--- config.mk ---
export PLATFORM = sky130hd
export DESIGN_NAME = spi4tx_framer
export DESIGN_NICKNAME = d
export VERILOG_FILES = /design/src/rtl/spi4tx_pkg.sv /design/src/rtl/spi4tx_phase.sv /design/src/rtl/spi4tx_parity_acc.sv /design/src/rtl/spi4tx_seq.sv /design/src/rtl/spi4tx_framer.sv
export SDC_FILE = /design/constraint.sdc
export NUM_CORES = 1
export LEC_CHECK = 0
export CORE_UTILIZATION = 53
export DETAILED_ROUTE_END_ITERATION = 8
export PLACE_DENSITY_LB_ADDON = 0.08
export SYNTH_ARGS = -nofsm -noshare
export SYNTH_HDL_FRONTEND = slang
export SYNTH_HIERARCHICAL = 1
export SYNTH_SLANG_ARGS = --single-unit
--- constraint.sdc ---
create_clock -name clk -period 2.5 [get_ports clk]
set_input_delay 0.375 -clock clk [delete_from_list [all_inputs] [get_ports clk]]
set_output_delay 0.375 -clock clk [all_outputs]
set_load 0.02 [all_outputs]
--- src/rtl/spi4tx_pkg.sv ---
`timescale 1ns/1ps
package spi4tx_pkg;
    localparam int WORD_W = 16;
    localparam int PORT_W = 8;
    localparam logic [WORD_W-1:0] IDLE_WORD = 16'h000F;

    typedef enum logic [1:0] {
        END_NONE  = 2'b00,
        END_ABORT = 2'b01,
        END_ONE   = 2'b10,
        END_TWO   = 2'b11
    } end_code_e;

    // upper twelve bits of a control word
    typedef struct packed {
        logic              more;
        end_code_e         fin;
        logic              first;
        logic [PORT_W-1:0] port;
    } ctl_head_t;

    function automatic logic [3:0] nib_fold(input logic [WORD_W-1:0] w);
        return w[15:12] ^ w[11:8] ^ w[7:4] ^ w[3:0];
    endfunction

    function automatic logic [WORD_W-1:0] seal_ctl(input ctl_head_t h,
                                                   input logic [WORD_W-1:0] acc);
        logic [WORD_W-1:0] base;
        base = {h, 4'hF};
        return {h, nib_fold(acc ^ base)};
    endfunction

    function automatic end_code_e pick_end(input logic abort, input logic odd);
        if (abort)
            return END_ABORT;
        else if (odd)
            return END_ONE;
        else
            return END_TWO;
    endfunction
endpackage

--- src/rtl/spi4tx_phase.sv ---
`timescale 1ns/1ps
module spi4tx_phase #(
    parameter int ALIGN_W = 2
) (
    input  logic clk,
    input  logic rst,
    output logic aligned
);
    localparam int CW = (ALIGN_W > 1) ? $clog2(ALIGN_W) : 1;

    generate
        if (ALIGN_W <= 1) begin : g_free
            assign aligned = 1'b1;
        end else begin : g_count
            logic [CW-1:0] pos_q;
            always_ff @(posedge clk) begin
                if (rst)
                    pos_q <= '0;
                else if (pos_q == CW'(ALIGN_W - 1))
                    pos_q <= '0;
                else
                    pos_q <= pos_q + 1'b1;
            end
            assign aligned = (pos_q == '0);
        end
    endgenerate
endmodule

--- src/rtl/spi4tx_parity_acc.sv ---
`timescale 1ns/1ps
module spi4tx_parity_acc
    import spi4tx_pkg::*;
(
    input  logic              clk,
    input  logic              rst,
    input  logic              take,
    input  logic              clear,
    input  logic [WORD_W-1:0] data,
    output logic [WORD_W-1:0] acc
);
    always_ff @(posedge clk) begin
        if (rst || clear)
            acc <= '0;
        else if (take)
            acc <= acc ^ data;
    end
endmodule

--- src/rtl/spi4tx_seq.sv ---
`timescale 1ns/1ps
module spi4tx_seq
    import spi4tx_pkg::*;
#(
    parameter bit MERGE = 1'b1
) (
    input  logic              clk,
    input  logic              rst,
    input  logic              in_valid,
    input  logic              in_sop,
    input  logic              in_eop,
    input  logic              in_odd,
    input  logic              in_abort,
    input  logic [PORT_W-1:0] in_port,
    input  logic              aligned,
    output logic              in_ready,
    output logic              take,
    output logic              emit_ctl,
    output ctl_head_t         head
);
    logic      burst_q;
    logic      pend_q;
    end_code_e pend_code_q;
    logic      start;

    assign in_ready = burst_q;

    always_comb begin
        take       = 1'b0;
        emit_ctl   = 1'b1;
        start      = 1'b0;
        head.more  = 1'b0;
        head.fin   = END_NONE;
        head.first = 1'b0;
        head.port  = '0;
        if (burst_q) begin
            if (in_valid) begin
                take     = 1'b1;
                emit_ctl = 1'b0;
            end
        end else if (pend_q) begin
            head.fin = pend_code_q;
            if (MERGE && in_valid && in_sop && aligned) begin
                head.more  = 1'b1;
                head.first = 1'b1;
                head.port  = in_port;
                start      = 1'b1;
            end
        end else if (in_valid && aligned) begin
            head.more  = 1'b1;
            head.first = in_sop;
            head.port  = in_port;
            start      = 1'b1;
        end
    end

    always_ff @(posedge clk) begin
        if (rst) begin
            burst_q     <= 1'b0;
            pend_q      <= 1'b0;
            pend_code_q <= END_NONE;
        end else begin
            burst_q <= burst_q ? (in_valid && !in_eop) : start;
            if (take && in_eop) begin
                pend_q      <= 1'b1;
                pend_code_q <= pick_end(in_abort, in_odd);
            end else if (!burst_q) begin
                pend_q <= 1'b0;
            end
        end
    end
endmodule

--- src/rtl/spi4tx_framer.sv ---
`timescale 1ns/1ps
module spi4tx_framer
    import spi4tx_pkg::*;
#(
    parameter bit LITE     = 1'b0,
    parameter int BUS_BITS = 64
) (
    input  logic              clk,
    input  logic              rst,
    input  logic              in_valid,
    input  logic [WORD_W-1:0] in_data,
    input  logic              in_sop,
    input  logic              in_eop,
    input  logic              in_odd,
    input  logic              in_abort,
    input  logic [PORT_W-1:0] in_port,
    output logic              in_ready,
    output logic [WORD_W-1:0] tx_word,
    output logic              tx_ctl
);
    localparam int ALIGN_W = LITE ? (BUS_BITS / WORD_W) : 2;

    logic              aligned;
    logic              take;
    logic              emit_ctl;
    ctl_head_t         head;
    logic [WORD_W-1:0] acc;
    logic [WORD_W-1:0] nxt_word;

    spi4tx_phase #(.ALIGN_W(ALIGN_W)) u_phase (
        .clk     (clk),
        .rst     (rst),
        .aligned (aligned)
    );

    spi4tx_seq #(.MERGE(!LITE)) u_seq (
        .clk      (clk),
        .rst      (rst),
        .in_valid (in_valid),
        .in_sop   (in_sop),
        .in_eop   (in_eop),
        .in_odd   (in_odd),
        .in_abort (in_abort),
        .in_port  (in_port),
        .aligned  (aligned),
        .in_ready (in_ready),
        .take     (take),
        .emit_ctl (emit_ctl),
        .head     (head)
    );

    spi4tx_parity_acc u_acc (
        .clk   (clk),
        .rst   (rst),
        .take  (take),
        .clear (emit_ctl),
        .data  (in_data),
        .acc   (acc)
    );

    always_comb begin
        nxt_word = emit_ctl ? seal_ctl(head, acc) : in_data;
    end

    always_ff @(posedge clk) begin
        if (rst) begin
            tx_word <= IDLE_WORD;
            tx_ctl  <= 1'b1;
        end else begin
            tx_word <= nxt_word;
            tx_ctl  <= emit_ctl;
        end
    end
endmodule

* Word level (Yosys, flattened, before mapping)
Cells that the tools add are included. W data, S select, Z words.
Operators by class: $add $sub $neg 1, equal/unequal tests 1, multiplexer cells 18, bitwise operators 6, reduce and logical (&&, ||, !) cells 8
Operator list (count):
- $xor A16 B16 Y16 | 2
- $mux W9 | 3
- $mux W16 | 1
- $mux W12 | 1
- $xor A4 B4 Y4 | 3
- $mux W1 | 11
- $logic_and A1 B1 Y1 | 5
- $mux W2 | 2
- $ne A2 B2 Y1 const B | 1
- $reduce_or A2 Y1 | 1
- $add A1 B1 Y1 const B | 1
- $logic_not A1 Y1 | 1
- $logic_or A1 B1 Y1 | 1
- $not A1 Y1 | 1
Word-level totals: bits in registers 38, output and inout bits 18

* Longest topological paths before layout
depth after elaboration 10, mapped depth 7, mapped depth without buffers 6

* Hierarchy
The synthesis kept the hierarchy.
By module, submodules not included:
- spi4tx_framer | instances 1, cells each 71, area each 859.6 um^2, sequential area each 340.3 um^2
- spi4tx_parity_acc | instances 1, cells each 70, area each 770.7 um^2, sequential area each 320.3 um^2
- spi4tx_seq | instances 1, cells each 33, area each 331.6 um^2, sequential area each 80.1 um^2
- spi4tx_phase | instances 1, cells each 3, area each 27.5 um^2, sequential area each 20.0 um^2

* Least setup slack after synthesis
Ideal clock, no wire load.
path kind reg-to-reg, start point register u_seq.burst_q, in the netlist u_seq/in_ready, end point register tx_word[0], data arrival time 1564 ps, required time 2373 ps, path slack 809 ps, stages on the path, launching flop included 7, buffers on the path 1, clock period less this slack 1691 ps, cells stage by stage dfxtp_1 -> nand3b_4 -> buf_6 -> nor3b_2 -> xnor3_1 -> xnor3_1 -> a21oi_1
RTL lines:
- start: declaration | line spi4tx_seq.sv:21 | logic burst_q;
- start signal: assignment | line spi4tx_seq.sv:63 | burst_q <= burst_q ? (in_valid && !in_eop) : start;
- end signal: assignment | line spi4tx_framer.sv:70 | tx_word <= nxt_word;
- end: declaration | line spi4tx_framer.sv:18 | output logic [WORD_W-1:0] tx_word,

==> metrics.cfg <==
[logic_synthesis]
postSynth.asyncResetShare_pct = 0
synth.avg_cell_area_um2 = 11.24
synth.top_cell.area_share_pct = 38.24
seq_area_frac_synth_pct = 38.24
synth_area_leaders = dfxtp_1 (38%), xnor3_1 (9.1%), a21bo_2 (8.1%), mux2i_1 (6.0%), nand3b_1 (6.0%)
synth_edf_count = 0
synth_flop_cell = dfxtp_1
synth_cell_types = 30
syn_area_um2 = 1989
yosys.area.top_type = dfxtp_1
synth.most_common_cell = dfxtp_1
synth-seq-cells = 38
netlist_instances = 177
syn_nets = 208
synth_warnings = 6
yosys-top-cells-count = dfxtp_1 (38), a21bo_2 (16), nand3b_1 (16)

[drt]
m1WireLength_mm = 1.872
wl_per_cell_um = 14.92
highest_layer = met4
vias = 1445
drc = 0
first_iter_violations = 84
wl_mm = 4.074
via_per_inst = 5.293
wl_met2_mm = 1.958
detail-route-antenna-nets = 0
firstDrtPassIters = 4
wl_met3_um = 197

[power]
power_density_nw_per_um2 = 530.0
ir_drop_uv = 326.6
p_total_uw = 1372
leakage_uw = 0.001030

[worst_setup_path]
cpPeakStageDelay_ns = 0.79
reg2reg_depth = 5
reg2reg_to = tx_word[2]
crit_chain = clkdlybuf4s50_1 > nor2b_1 > nor3b_2 > xnor3_1 > xnor3_1 > a21oi_1
start_kind = primary input
worstSetupPathDepth = 6
end_kind = register
crit_type = primary input to register
crit_top_cell = xnor3_1
endpoint = tx_word[2]
arrival_ns = 2.52
critPathMaxFanout = 10
startpoint = in_sop
slowest_stage = nor2b_1
cp.required_ns = 2.72
critPathBufInv = 1
timing.rr.start = u_seq/pend_q
r2r_slack_ns = 0.32
critical-path-top-delay-family = simple AND/OR/NAND/NOR gates

[clock_tree]
cts_tree = built
clock-root-buffer = clkbuf_8
clock-sinks = 38
htree_levels = 2
cts_resized = 0
ctsLongestPathBuffers = 2
hold_buffers = 0
clock_latency_ns = 0.29
cts_buffers = 5
post_cts_buffers = 0
clk_pin_slew_worst_paths_ns = 0.07

[grt]
antenna_found_initial = 0
track_usage_pct = 22.49
grt_pass1_wl_mm = 6.803
grt_overflow = 0
grt_max_degree = 25
grt_pass1_vias = 1448

[final_layout]
drive_gt1_share_pct = 23.35
area_growth_pct = 30.13
instances_no_fill = 273
diodes = 0
nets = 257

[die]
die_w_um = 63.27
fp.dieArea_um2 = 4002
start_util_pct = 57.36
ioPinCount = 49
coreArea_um2 = 3468
fp-row-count = 21
die_h_um = 63.27

[timing]
finalSetupViolCount = 0
skew_ns = 0.005212
final.period_utilization_pct = 91.96
hold_violations = 0
fmax_ghz = 0.4350
timing.final.ws_setup_ns = 0.2010
rsz0062_at_grt = no
drv_slew = 0
relSlewSlack_pct = 32.51
period_minus_slack_ns = 2.299
tightestPinTransition_ns = 1.010
setup_tns_ns = 0

[outcome]
outcome = complete, no violations

[place]
port_buffers = 48
place_congestion = 0.7936
dp_slack_ns = -0.06387
dpl.cell_count = 265
dpl.hpwl_mm = 3.126

[flow_run]
maxCapViolations = 0

[hold_path]
hp-class = register to register

[metrics by stage]
stage / utilization, % / hold WS [ns] / instance area, um^2
floorplan: - / 0.3884 / 1989
global placement: 71.36 / 0.4017 / 2475
detailed placement: 71.36 / 0.4191 / 2475
CTS: 74.64 / 0.4302 / 2589
global route: 74.64 / 0.4471 / 2589
finish: 74.64 / 0.4258 / 2589
[flip-flops by register name, summed over array words and instances (netlist names)]
register               count
tx_ctl                     1
u_seq/pend_q               1
u_phase/g_count.pos_q      1
tx_word                   16
u_acc/acc                 16
u_seq/pend_code_q          2
u_seq/in_ready             1
[worst min-delay path by stage]
stage / end / depth (start not counted) / start
after floorplan: u_phase/g_count.pos_q / 1 / u_phase/g_count.pos_q
after detailed placement: u_phase/g_count.pos_q / 1 / u_phase/g_count.pos_q
final: u_phase/g_count.pos_q / 1 / u_phase/g_count.pos_q
after global placement: u_phase/g_count.pos_q / 1 / u_phase/g_count.pos_q
after CTS: u_phase/g_count.pos_q / 1 / u_phase/g_count.pos_q
after global routing: u_phase/g_count.pos_q / 1 / u_phase/g_count.pos_q
[power breakdown]
part	leakage (uW)	internal (uW)	switching [uW]
logic	0.000671	124	102
clock network	0.0000504	297	216
registers	0.000309	625	8.64
total	0.00103	1050	327
[routing by layer]
layer	track usage, %	up-vias
met4	8.239	0
li1	-	723
met1	28.62	678
met5	0	-
met3	6.341	5
met2	36.16	39
[cell usage in the layout (no fill, tap or decap), types with 4 or more instances in the layout]
| cell type | instances |
|---|---|
| nand3b_1 | 16 |
| a21oi_1 | 11 |
| xnor2_1 | 4 |
| dfxtp_1 | 38 |
| clkbuf_8 | 5 |
| nor3_1 | 4 |
| mux2i_1 | 12 |
| nor2_1 | 15 |
| a21bo_2 | 16 |
| inv_1 | 4 |
| buf_4 | 5 |
| xnor3_1 | 8 |
| a21oi_2 | 10 |
| nor3b_2 | 8 |
| xnor2_2 | 4 |
| clkdlybuf4s50_1 | 48 |
[cell type report]
| cell class | count | area, um^2 |
|---|---|---|
| inverters | 4 | 15.01 |
| fillers | 260 | 879.6 |
| multi-input cells | 124 | 1124 |
| clock inverters | 3 | 45.04 |
| well taps | 46 | 57.56 |
| flip-flops and latches | 38 | 760.7 |
| repair buffers | 53 | 518.0 |
| clock buffers | 5 | 68.82 |
[kinds of logic (layout without fill, tap and decap cells)]
| logic type | count (synthesis) | count (layout) | share of synthesized area, % |
|---|---|---|---|
| simple gates | 54 | 54 | 19.25 |
| compound gates | 42 | 42 | 17.11 |
| flops | 38 | 38 | 38.24 |
| xor+xnor | 16 | 16 | 14.09 |
| buf+inv | 15 | 65 | 5.282 |
| mux | 12 | 12 | 6.038 |
(Power assumes the default switching activity.)
